## src/rtl/mcs_pkg.sv

```systemverilog
// Package: shared constants for the modem control and status unit.
// Assumes a one-bit register select and an 8-bit host data path.
package mcs_pkg;
    localparam int DATA_W   = 8;
    localparam int CTL_W    = 5;
    localparam int LINES    = 4;
    localparam int SYNC_DEF = 2;

    // Register select values
    localparam logic SEL_CTL  = 1'b0;
    localparam logic SEL_STAT = 1'b1;

    // Control register bit positions
    localparam int C_DTR  = 0;
    localparam int C_RTS  = 1;
    localparam int C_AUX  = 2;
    localparam int C_IRQE = 3;
    localparam int C_LOOP = 4;

    // Line index order inside the status nibbles
    localparam int L_CTS = 0;
    localparam int L_DSR = 1;
    localparam int L_RI  = 2;
    localparam int L_CD  = 3;
endpackage

```

## src/rtl/mcs_sync.sv

```systemverilog
// Module: multi-flop synchronizer for slow asynchronous level inputs.
// Assumes inputs are quasi-static lines; each bit is synchronized independently.
module mcs_sync #(
    parameter int          WIDTH  = 4,
    parameter int          STAGES = 2,
    parameter logic [WIDTH-1:0] RST_VAL = '1
) (
    input  logic             clk,
    input  logic             rst_n,
    input  logic [WIDTH-1:0] d_async,
    output logic [WIDTH-1:0] q_sync
);
    logic [WIDTH-1:0] stage_q [STAGES];

    // First stage captures the raw asynchronous value
    always_ff @(posedge clk) begin
        if (!rst_n) stage_q[0] <= RST_VAL;
        else        stage_q[0] <= d_async;
    end

    generate
        for (genvar s = 1; s < STAGES; s++) begin : g_stage
            // Each further stage re-registers the previous one
            always_ff @(posedge clk) begin
                if (!rst_n) stage_q[s] <= RST_VAL;
                else        stage_q[s] <= stage_q[s-1];
            end
        end
    endgenerate

    assign q_sync = stage_q[STAGES-1];
endmodule

```

## src/rtl/mcs_ctrl_reg.sv

```systemverilog
// Module: control register and the handshake outputs it drives.
// Assumes the write strobe is already qualified by the register select.
module mcs_ctrl_reg
    import mcs_pkg::*;
(
    input  logic              clk,
    input  logic              rst_n,
    input  logic              wr_ctl,
    input  logic [DATA_W-1:0] wr_data,
    output logic [CTL_W-1:0]  ctl_q,
    output logic              dtr_n,
    output logic              rts_n,
    output logic              irq_oe,
    output logic              loop_en
);
    // Holds the five writable control bits
    always_ff @(posedge clk) begin
        if (!rst_n)      ctl_q <= '0;
        else if (wr_ctl) ctl_q <= wr_data[CTL_W-1:0];
    end

    // Derives outputs; loopback parks both handshake outputs inactive
    always_comb begin
        loop_en = ctl_q[C_LOOP];
        dtr_n   = !(ctl_q[C_DTR] && !loop_en);
        rts_n   = !(ctl_q[C_RTS] && !loop_en);
        irq_oe  = ctl_q[C_IRQE];
    end

    p_write_takes_r1: assert property (@(posedge clk) disable iff (!rst_n)
        wr_ctl |=> (ctl_q == $past(wr_data[CTL_W-1:0])));
endmodule

```

## src/rtl/mcs_status.sv

```systemverilog
// Module: synchronizes modem inputs, selects loopback levels, keeps change flags.
// Assumes pins_n are active low; loop_lvl is already in active-high line order.
module mcs_status
    import mcs_pkg::*;
#(
    parameter int SYNC_STAGES = SYNC_DEF
) (
    input  logic             clk,
    input  logic             rst_n,
    input  logic [LINES-1:0] pins_n,
    input  logic             loop_en,
    input  logic [LINES-1:0] loop_lvl,
    input  logic             rd_clr,
    output logic [LINES-1:0] lvl,
    output logic [LINES-1:0] delta
);
    localparam int SETTLE   = SYNC_STAGES + 1;
    localparam int SETTLE_W = $clog2(SETTLE + 1);

    logic [LINES-1:0]    pins_s;
    logic [LINES-1:0]    prev_lvl;
    logic [LINES-1:0]    chg;
    logic [SETTLE_W-1:0] settle_cnt;
    logic                settled;

    mcs_sync #(.WIDTH(LINES), .STAGES(SYNC_STAGES), .RST_VAL('1)) u_sync (
        .clk     (clk),
        .rst_n   (rst_n),
        .d_async (pins_n),
        .q_sync  (pins_s)
    );

    // Chooses the reported levels: internal bits in loopback, else inverted pins
    assign lvl = loop_en ? loop_lvl : ~pins_s;

    // Counts edges after reset until the synchronizer holds real pin values
    always_ff @(posedge clk) begin
        if (!rst_n)                           settle_cnt <= '0;
        else if (settle_cnt != SETTLE_W'(SETTLE)) settle_cnt <= settle_cnt + 1'b1;
    end
    assign settled = (settle_cnt == SETTLE_W'(SETTLE));

    // Remembers last cycle's levels for edge detection
    always_ff @(posedge clk) begin
        if (!rst_n) prev_lvl <= '0;
        else        prev_lvl <= lvl;
    end

    // Finds changes: any edge on three lines, falling level only on ring
    always_comb begin
        chg        = lvl ^ prev_lvl;
        chg[L_RI]  = prev_lvl[L_RI] && !lvl[L_RI];
        if (!settled) chg = '0;
    end

    // Sticky flags: read clears, a coincident change still sets
    always_ff @(posedge clk) begin
        if (!rst_n) delta <= '0;
        else        delta <= (rd_clr ? '0 : delta) | chg;
    end

    p_read_clears_r7: assert property (@(posedge clk) disable iff (!rst_n)
        (rd_clr && (chg == '0)) |=> (delta == '0));
    p_ri_no_lead_r6: assert property (@(posedge clk) disable iff (!rst_n)
        (lvl[L_RI] && !delta[L_RI]) |=> !delta[L_RI]);
    p_flags_sticky_r7: assert property (@(posedge clk) disable iff (!rst_n)
        !rd_clr |=> ((delta & $past(delta)) == $past(delta)));
endmodule

```

## src/rtl/modem_ctl_unit.sv

```systemverilog
// Module: top of the modem control and status unit; decodes the host strobes
// and multiplexes read data. Assumes strobes last one cycle per access.
module modem_ctl_unit
    import mcs_pkg::*;
(
    input  logic       clk,
    input  logic       rst_n,
    input  logic       wr_en,
    input  logic       rd_en,
    input  logic       reg_sel,
    input  logic [7:0] wr_data,
    output logic [7:0] rd_data,
    input  logic       cts_n,
    input  logic       dsr_n,
    input  logic       ri_n,
    input  logic       cd_n,
    output logic       dtr_n,
    output logic       rts_n,
    output logic       irq_oe,
    output logic       msi_req
);
    logic [CTL_W-1:0] ctl_q;
    logic             loop_en;
    logic [LINES-1:0] loop_lvl;
    logic [LINES-1:0] lvl;
    logic [LINES-1:0] delta;
    logic             wr_ctl;
    logic             rd_clr;

    // Qualifies strobes with the register select
    assign wr_ctl = wr_en && (reg_sel == SEL_CTL);
    assign rd_clr = rd_en && (reg_sel == SEL_STAT);

    mcs_ctrl_reg u_ctrl (
        .clk     (clk),
        .rst_n   (rst_n),
        .wr_ctl  (wr_ctl),
        .wr_data (wr_data),
        .ctl_q   (ctl_q),
        .dtr_n   (dtr_n),
        .rts_n   (rts_n),
        .irq_oe  (irq_oe),
        .loop_en (loop_en)
    );

    // Maps control bits onto the status line order for loopback
    always_comb begin
        loop_lvl        = '0;
        loop_lvl[L_CTS] = ctl_q[C_RTS];
        loop_lvl[L_DSR] = ctl_q[C_DTR];
        loop_lvl[L_RI]  = ctl_q[C_AUX];
        loop_lvl[L_CD]  = ctl_q[C_IRQE];
    end

    mcs_status #(.SYNC_STAGES(SYNC_DEF)) u_stat (
        .clk      (clk),
        .rst_n    (rst_n),
        .pins_n   ({cd_n, ri_n, dsr_n, cts_n}),
        .loop_en  (loop_en),
        .loop_lvl (loop_lvl),
        .rd_clr   (rd_clr),
        .lvl      (lvl),
        .delta    (delta)
    );

    // Selects the register image returned to the host
    always_comb begin
        if (reg_sel == SEL_STAT) rd_data = {lvl, delta};
        else                     rd_data = {{(DATA_W-CTL_W){1'b0}}, ctl_q};
        msi_req = |delta;
    end

    p_loop_pins_idle_r5: assert property (@(posedge clk) disable iff (!rst_n)
        loop_en |-> (dtr_n && rts_n));
    p_irq_follows_flags_r7: assert property (@(posedge clk) disable iff (!rst_n)
        (delta != '0) |-> msi_req);
endmodule

```

## config.mk

```make
export PLATFORM = sky130hd
export DESIGN_NAME = modem_ctl_unit
export DESIGN_NICKNAME = d
export VERILOG_FILES = /design/src/rtl/mcs_pkg.sv /design/src/rtl/mcs_sync.sv /design/src/rtl/mcs_ctrl_reg.sv /design/src/rtl/mcs_status.sv /design/src/rtl/modem_ctl_unit.sv
export SDC_FILE = /design/constraint.sdc
export NUM_CORES = 1
export LEC_CHECK = 0
export ABC_AREA = 1
export BUFFER_PORTS_ARGS = -buffer_cell sky130_fd_sc_hd__buf_2
export CAP_MARGIN = 20
export CELL_PAD_IN_SITES_DETAIL_PLACEMENT = 0
export CELL_PAD_IN_SITES_GLOBAL_PLACEMENT = 1
export CORE_MARGIN = 10
export CORE_UTILIZATION = 35
export CTS_CLUSTER_SIZE = 24
export DETAILED_ROUTE_END_ITERATION = 10
export PLACE_DENSITY_LB_ADDON = 0.1
export REMOVE_ABC_BUFFERS = 1
export SLEW_MARGIN = 15
export SYNTH_ARGS = -nofsm -noshare
export SYNTH_HDL_FRONTEND = slang
export SYNTH_SLANG_ARGS = --single-unit
```

## constraint.sdc

```tcl
create_clock -name clk -period 1 [get_ports clk]
set_input_delay 0.1 -clock clk [delete_from_list [all_inputs] [get_ports clk]]
set_output_delay 0.1 -clock clk [all_outputs]
set_load 0.01 [all_outputs]
```

==> results.yml, run 1 <==
run_status:
  run_status: "finished with violations"
  violations: "setup timing"
timing:
  hold_violations: 0
  maxSlewViolCount: 0
  holdWs_ps: 21.3
  rsz0062_at_grt: "yes"
  period_share_pct: 129
  post-route-min-period_ps: 1290
  max_freq_mhz: 778
  fin_ws_ps: -286
  setup_viol: 13
  slew_headroom_pct: 81.0
  max_slew.worst_pin.slew_ps: 285
  finalClockSkew_ps: 7.68
logic_synthesis:
  synth-simple-area-share_pct: 30.3
  synth_compound_area_share_pct: 11.9
  ys_seq_elements: 23
  avgSynthCellArea_um2: 7.94
  yosysSeqAreaShare_pct: 46.4
  syn_area_um2: 992
  synth_fa_ha_area_share_pct: 1.26
  synth_mux_area_share_pct: 0
  synth-warning-count: 0
  synth_top_family_by_area: "simple AND/OR/NAND/NOR gates"
  synth_cell_types: 20
  synth_xor_area_share_pct: 0
  syn_inst: 125
worst_hold_path:
  hp-class: "input port to flop"
clocking:
  cts_buffer_depth: 2
  htree_levels: 1
  path_clk_slew_ps: 130
  cts.sinks: 23
  root_buffer: "clkbuf_4"
  cts_buffers: 3
  tritoncts: "done"
  clock_latency_ps: 320
global_routing:
  grt_antenna_before_repair: 0
  grt_overflow_total: 0
  grt_pass1_wl_um: 4270
  grt_max_degree: 17
  grt_usage_pct: 10.1
  grt_pass1_vias: 1057
worst_setup_path:
  worstPathRequired_ps: 900
  cp-start-kind: "flop"
  crit_slowest_cell: "dfxtp_4"
  cp-end-kind: "primary output"
  max_stage_delay_ps: 390
  critPathArrivalTime_ps: 1190
  crit_chain: "buf_6, nand2_4, nand2_2, o21ai_1, buf_2"
  cp_max_fo: 5
  crit_type: "flop to primary output"
power:
  power_mw: 1.91
  ir_drop_uv: 903
  power.density_mw_per_mm2: 1310
  p_leak_nw: 0.671
final_layout:
  final_cells: 204
  stdcell_area_mm2: 0.00145
  drive_gt1_share_pct: 54.9
  antenna_cells: 0
  area_growth_pct: 46.4
  fin_util_pct: 53.1
  nNetsFinal: 192
routing:
  avgRoutedWirePerCell_um: 12.7
  first_iter_violations: 32
  ant_nets: 0
  finalWirelength_um: 2600
  drc_errors: 0
  via_per_inst: 4.67
  dr_total_vias: 953
  dr.pass1.iters: 4
die:
  row_count: 19
  coreArea_mm2: 0.00273
  die_w_um: 73.2
  initial_core_util_pct: 36.3
  die-area_mm2: 0.00536
  ios: 29
  dieHeight_um: 73.2
placement:
  place.gp.congestion: 0.728
  place_inst: 185
  placed_area_mm2: 0.00118
  numPortBuffers: 25
  hpwl_um: 1820
flow_run:
  drv_cap: 0
[Yosys cell counts]
cell type | count | area [um2]
a21oi_1 | 9 | 45.0
nand2_2 | 6 | 37.5
dfxtp_1 | 23 | 460
buf_6 | 2 | 22.5
buf_2 | 1 | 5.00
o21ai_2 | 1 | 8.76
nand2_4 | 2 | 22.5
nor2_1 | 12 | 45.0
or2_2 | 6 | 37.5
inv_1 | 11 | 41.3
inv_2 | 1 | 3.75
nand3_2 | 1 | 10.0
ha_1 | 1 | 12.5
or2_1 | 2 | 12.5
a21oi_2 | 1 | 8.76
nand2_1 | 24 | 90.1
nand3_1 | 9 | 45.0
inv_6 | 1 | 8.76
buf_12 | 1 | 20.0
o21ai_0 | 11 | 55.1
[timing repair]
| item | CTS | global route |
|---|---|---|
| hold endpoints to repair | 4 | 0 |
| setup endpoints to repair | 14 | 17 |
| buffers inserted | 9 | 2 |
| pin swaps | 11 | 2 |
| hold buffers | 4 | 0 |
| resized for setup | 29 | 17 |
| gates cloned | 0 | 0 |
[report_power, final]
part	total, mW	internal, mW	leakage [nW]	switching [mW]
sequential	1.02	0.977	0.194	0.0460
combinational	0.438	0.226	0.462	0.211
clock	0.447	0.156	0.0150	0.291
[per-layer routing]
metal | track usage (%) | vias to the layer above | part of all wire, %
li1 | - | 493 | -
met1 | 9.74 | 439 | 40
met2 | 18.3 | 17 | 53
met3 | 2.99 | 4 | 5.2
met4 | 5.70 | 0 | 1.1
met5 | 0 | - | 0
[logic make-up after synthesis]
group | count (synthesis)
AND/OR/NAND/NOR | 62
flip-flops | 23
buffers and inverters | 17
adder cells (fa/ha/maj) | 1
AO/OA/AOI/OAI | 22
[worst max-delay path, delay by kind of cell, from the launching register on]
family / cells / cell delay [ps]
AO/OA/AOI/OAI: 1 / 100
buffers and inverters: 2 / 280
flip-flops: 1 / 390
AND/OR/NAND/NOR: 2 / 110
[layout by cell type, fill, tap and decap left out, types with 8 or more instances in the layout]
cell type	netlist	layout
buf_2	1	24
nand2_1	24	17
buf_4	0	15
dfxtp_1	23	13
nor2_1	12	10
nand2_2	6	10
inv_1	11	8
a21oi_1	9	8
dfxtp_2	0	8
[sequential cells by signal (all words and copies together) (netlist names)]
name                   cells
u_ctrl.ctl_q               5
u_stat.delta               4
u_stat.prev_lvl            4
u_stat.settle_cnt          2
u_stat.u_sync.stage_q      8
[through the flow]
step	TNS, ps	setup slack (ps)
after floorplan	-72.2	-72.2
final	-1870	-286
after detailed placement	-86.7	-46.7
after global placement	-35.9	-20.2
after global routing	-2740	-341
after CTS	-1990	-285
[cell type report]
class | count | area [um2]
repair buffers | 48 | 338
inverters | 13 | 58.8
clock buffers | 4 | 26.3
flip-flops and latches | 23 | 478
fillers | 281 | 1280
well taps | 31 | 38.8
multi-input cells | 85 | 513
[path summary, 6_finish.rpt]
path                                          startpoint                                     end  slack, ps  depth (start not counted)
hold / removal                                wr_data[2]            u_ctrl.ctl_q[2]$_SDFFE_PN0P_         20                          3
setup / recovery            u_ctrl.ctl_q[4]$_SDFFE_PN0P_                              rd_data[4]       -290                          5
setup reg to reg            u_ctrl.ctl_q[4]$_SDFFE_PN0P_           u_stat.prev_lvl[0]$_SDFF_PN0_       -210                          8
hold reg to reg   u_stat.u_sync.stage_q[0][3]$_SDFF_PN1_  u_stat.u_sync.stage_q[1][3]$_SDFF_PN1_        430                          1
No activity file was read; power rests on OpenSTA's default activity.
==> run 2: changes to the inputs <==
--- a/config.mk
+++ b/config.mk
@@ -12,5 +12,5 @@
 export CELL_PAD_IN_SITES_GLOBAL_PLACEMENT = 1
 export CORE_MARGIN = 10
-export CORE_UTILIZATION = 35
+export CORE_UTILIZATION = 36
 export CTS_CLUSTER_SIZE = 24
 export DETAILED_ROUTE_END_ITERATION = 10
@@ -20,3 +20,4 @@
 export SYNTH_ARGS = -nofsm -noshare
 export SYNTH_HDL_FRONTEND = slang
+export SYNTH_HIERARCHICAL = 1
 export SYNTH_SLANG_ARGS = --single-unit
==> constraint.sdc (replaced) <==
create_clock -name clk -period 1 [get_ports clk]
set_input_delay 0.1 -clock clk [delete_from_list [all_inputs] [get_ports clk]]
set_output_delay 0.1 -clock clk [all_outputs]
set_load 0.02 [all_outputs]
==> results.yml, run 2 <==
final_layout:
  final_common_cell: "nand2_1"
  nNetsFinal: 229
  final_cells: 254
  drive_gt1_share_pct: 48.1
  stdcell_area_mm2: 0.00167
  fin_util_pct: 54.3
  largest_reg_flops: 8
  ff_latch_area_um2: 474
  antenna_cells: 0
  fill_cells: 319
  area_growth_pct: 44.5
  reg_top3: "u_stat/u_sync/stage_q (8), u_ctrl/ctl_q (5)"
  multiInputGateArea_um2: 549
  regMostFlops: "u_stat/u_sync/stage_q"
  layout_common_cells: "nand2_1, inv_1, nand2_2, nor2_1, buf_6"
logic_synthesis:
  synth_commonest_cells: "nand2_1, inv_1, dfxtp_1"
  ys_seq_elements: 23
  syn_inst: 164
  yosys.area.top_type_share_pct: 39.8
  synth-warning-count: 6
  synth_edf_count: 0
  synth_flop_cell: "dfxtp_1"
  syn_area_mm2: 0.00116
  async_flop_share_pct: 0
  avgSynthCellArea_um2: 7.06
  synth_cell_types: 17
  synth.largest_area_cell: "dfxtp_1"
  yosysMostFrequentCell: "nand2_1"
  yosysSeqAreaShare_pct: 39.8
  synth.area.top_cells: "dfxtp_1, nand2_1, inv_1, nand3_2, nor2_1"
placement:
  placed_area_mm2: 0.00144
  numPortBuffers: 25
  place_inst: 246
  place.gp.congestion: 0.802
  pre_cts_ws_ps: -76.5
  hpwl_um: 1920
die:
  row_count: 20
  ios: 29
  die-area_mm2: 0.00588
  dieHeight_um: 76.7
  initial_core_util_pct: 37.6
  die_w_um: 76.7
  coreArea_mm2: 0.00308
global_routing:
  grt_usage_pct: 8.47
  grt_overflow_total: 0
  grt_antenna_before_repair: 0
  grt_max_degree: 14
  grt_pass1_vias: 1048
  grt_pass1_wl_um: 4260
timing:
  finalClockSkew_ps: 7.97
  rsz0062_at_grt: "yes"
  setup-tns-final_ps: -2370
  slew_headroom_pct: 75.9
  max_freq_mhz: 727
  max_slew.worst_pin.slew_ps: 362
  period_share_pct: 138
  fin_ws_ps: -376
  hold_violations: 0
  post-route-min-period_ps: 1380
  setup_viol: 16
  maxSlewViolCount: 0
clocking:
  clock_latency_ps: 320
  tritoncts: "done"
  cts_buffers: 3
  cts_buffer_depth: 2
  root_buffer: "clkbuf_4"
  path_clk_slew_ps: 130
  htree_levels: 1
  cts.sinks: 23
power:
  ir_drop_uv: 816
  power.density_mw_per_mm2: 1220
  p_leak_nw: 0.896
routing:
  avgRoutedWirePerCell_um: 9.87
  dr_total_vias: 1045
  top_layer: "met4"
  drc_errors: 0
  first_iter_violations: 27
  ant_nets: 0
  met3WireLength_um: 118
  met2_length_um: 1200
  met1_length_um: 1130
  finalWirelength_um: 2510
  via_per_inst: 4.11
  dr.pass1.iters: 4
flow_run:
  drv_cap: 0
worst_setup_path:
  critPathArrivalTime_ps: 1280
  crit_type: "flop to primary output"
  cp-end-kind: "primary output"
  cp_max_fo: 7
  cp-start-kind: "flop"
  worstPathRequired_ps: 900
worst_hold_path:
  hp-class: "input port to flop"
run_status:
  violations: "setup timing"
  run_status: "finished with violations"
run 2: cell types whose count changed in the layout (fill, tap and decap cells not counted), moves of 8 or more:
| cell | before | now |
|---|---|---|
| nand2_2 | 10 | 19 |
| nor2_1 | 10 | 18 |
| buf_6 | 4 | 16 |
| buf_2 | 24 | 13 |
| nand2_1 | 17 | 39 |
| inv_1 | 8 | 33 |
run 2: cell type report:
class                      instances  share of cell area (%)
inverter                          37                    8.90
multi-input combinational         97                    32.8
clock buffer                       3                    1.35
clock inverter                     1                   0.299
sequential                        23                    28.3
timing repair buffer              49                    25.0
tap                               44                    3.29
run 2: metal layers:
layer,vias to the layer above,global-route usage [%]
li1,560,-
met1,454,9.68
met2,25,13.8
met3,6,2.33
met4,0,4.83
met5,-,0
run 2: final timing paths:
| check | slack, ps | cells after the start | endpoint | start |
|---|---|---|---|---|
| worst min-delay path | 40 | 3 | u_stat/settle_cnt[1]$_SDFFE_PN0N_ | rst_n |
| worst max register to register | -40 | 6 | u_stat/delta[3]$_SDFF_PN0_ | u_ctrl/ctl_q[4]$_SDFFE_PN0P_ |
| worst min register to register | 420 | 2 | u_stat/u_sync/stage_q[1][0]$_SDFF_PN1_ | u_stat/u_sync/stage_q[0][0]$_SDFF_PN1_ |
| worst max-delay path | -380 | 6 | rd_data[6] | u_ctrl/ctl_q[4]$_SDFFE_PN0P_ |
run 2: stage by stage:
step | total power [mW] | hold WS, ps
2_1_floorplan | 1.30 | 169
3_3_place_gp | 1.50 | 269
3_5_place_dp | 1.51 | 273
4_1_cts | 2.06 | 34.2
5_1_grt | 2.19 | 44.7
6_report | 2.05 | 40.8
run 2: worst max-delay path, stage by stage, from the launching register on:
cell and delay, ps:
dfxtp_2 360, buf_12 140, o21a_4 200, inv_2 40
nand2_1 40, inv_1 70, buf_6 110
run 2: report_power, final:
group,internal [mW],switching [mW],leakage (nW)
Combinational,0.293,0.281,0.685
Sequential,0.992,0.0491,0.194
Clock,0.150,0.282,0.0177
Total,1.43,0.612,0.896
run 2: cells by family (layout without fill, tap and decap cells):
logic type                 Yosys count  in the layout  share of synthesized area, %
DFF                                 23             23                          39.8
AOI/OAI and AO/OA                    7              7                          5.19
xor gates and xnor gates             1              1                         0.757
and+or+nand+nor                     88             88                          35.5
buffers and inverters               44             90                          17.7
adders and majority gates            1              1                          1.08
run 2: timing repair:
item                       CTS  global route
pin swaps                    7             9
hold buffers                 4             0
hold endpoints to repair     4             0
setup buffers                1             3
setup endpoints to repair   18            18
resized for setup           48            16
==> run 3: changes to the inputs <==
Settings changed: BUFFER_PORTS_ARGS -buffer_cell sky130_fd_sc_hd__buf_2 to unset, CORE_UTILIZATION 36 to 42, DONT_BUFFER_PORTS set to 1.
==> results.yml, run 3 (same netlist as run 2, synthesis figures left out) <==
clocking:
  root_buffer: "clkbuf_4"
  htree_levels: 1
  tritoncts: "done"
  clock_latency_ps: 310
  cts_buffer_depth: 2
  cts_buffers: 3
  path_clk_slew_ps: 130
  cts.sinks: 23
die:
  die_w_um: 72.5
  initial_core_util_pct: 45.5
  die-area_mm2: 0.00526
  dieHeight_um: 72.5
  coreArea_mm2: 0.00254
  ios: 29
  row_count: 18
power:
  p_leak_nw: 0.853
  power_mw: 2.00
  power.density_mw_per_mm2: 1250
  ir_drop_uv: 1140
final_layout:
  area_growth_pct: 39.0
  fin_util_pct: 63.2
  antenna_cells: 0
  layout_common_cells: "nand2_1, inv_1, nor2_1, nand2_2, dfxtp_1"
  regMostFlops: "u_stat/u_sync/stage_q"
  final_common_cell: "nand2_1"
  drive_gt1_share_pct: 44.3
  largest_reg_flops: 8
  nNetsFinal: 211
  reg_top3: "u_stat/u_sync/stage_q (8), u_ctrl/ctl_q (5)"
  fill_cells: 249
worst_setup_path:
  crit_type: "flop to primary output"
  cp-start-kind: "flop"
  worstPathRequired_ps: 900
  cp_max_fo: 10
  critPathArrivalTime_ps: 1220
  cp-end-kind: "primary output"
placement:
  pre_cts_ws_ps: -75.4
  numPortBuffers: 0
  hpwl_um: 1820
  place.gp.congestion: 0.746
routing:
  drc_errors: 0
  dr_total_vias: 1001
  avgRoutedWirePerCell_um: 11.7
  dr.pass1.iters: 4
  finalWirelength_um: 2590
  ant_nets: 0
  via_per_inst: 4.51
  first_iter_violations: 66
global_routing:
  grt_usage_pct: 10.3
  grt_pass1_wl_um: 4460
  grt_max_degree: 15
  grt_pass1_vias: 1005
  grt_overflow_total: 0
  grt_antenna_before_repair: 0
run_status:
  run_status: "finished with violations"
  violations: "setup timing"
timing:
  setup_viol: 15
  slew_headroom_pct: 68.8
  finalClockSkew_ps: 9.06
  rsz0062_at_grt: "yes"
  fin_ws_ps: -321
  max_freq_mhz: 757
  maxSlewViolCount: 0
  period_share_pct: 132
  max_slew.worst_pin.slew_ps: 467
  post-route-min-period_ps: 1320
  hold_violations: 0
  holdWs_ps: 95.2
flow_run:
  drv_cap: 0
worst_hold_path:
  hp-class: "input port to flop"
## run 3: area by class of cell
class / instances / area [um2] / area share (%)
Inverter: 37 / 151 / 9.41
Clock inverter: 1 / 5.00 / 0.311
Tap cell: 30 / 37.5 / 2.33
Multi-Input combinational cell: 97 / 617 / 38.3
Sequential cell: 23 / 473 / 29.4
Timing Repair Buffer: 31 / 303 / 18.8
Clock buffer: 3 / 22.5 / 1.40
## run 3: critical path, cell delays in order, from the launching register on
cell     delay (ps)
dfxtp_2         350
buf_12          140
nand2_1         120
nand2_2          80
inv_1            50
nand2_1          60
nand2_2         110
## run 3: path summary, 6_finish.rpt
check / startpoint / to / slack (ps) / cells past startpoint
setup / recovery: u_ctrl/ctl_q[4]$_SDFFE_PN0P_ / rd_data[4] / -320 / 6
hold / removal: reg_sel / u_stat/delta[2]$_SDFF_PN0_ / 100 / 5
setup reg to reg: u_ctrl/ctl_q[4]$_SDFFE_PN0P_ / u_stat/delta[0]$_SDFF_PN0_ / -50 / 7
hold reg to reg: u_stat/u_sync/stage_q[0][1]$_SDFF_PN1_ / u_stat/u_sync/stage_q[1][1]$_SDFF_PN1_ / 420 / 2
## run 3: repair_timing
action	4_1_cts	5_1_grt
endpoints found under the setup margin	17	18
hold buffers	10	0
gates resized for setup	50	13
endpoints found under the hold margin	14	0
setup buffers	9	4
pin swaps	9	6
## run 3: per-layer routing
| layer | up-vias | track usage (%) | part of all wire (%) |
|---|---|---|---|
| li1 | 526 | - | - |
| met1 | 451 | 12.7 | 44 |
| met2 | 22 | 16.4 | 47 |
| met3 | 2 | 3.54 | 8.6 |
| met4 | 0 | 3.16 | 0.73 |
| met5 | - | 0 | 0 |
## run 3: per-stage QoR
step           setup TNS (ps)  std cells  instance area (um2)
3_3_place_gp             -109        197                 1220
4_1_cts                 -2050        220                 1560
5_1_grt                 -2750        222                 1610
2_1_floorplan            -457        157                 1100
3_5_place_dp             -369        197                 1220
6_report                -1890        222                 1610
## run 3: power breakdown
group / switching, mW / internal [mW]
logic: 0.278 / 0.253
registers: 0.0517 / 0.991
clock network: 0.279 / 0.149
total: 0.609 / 1.39
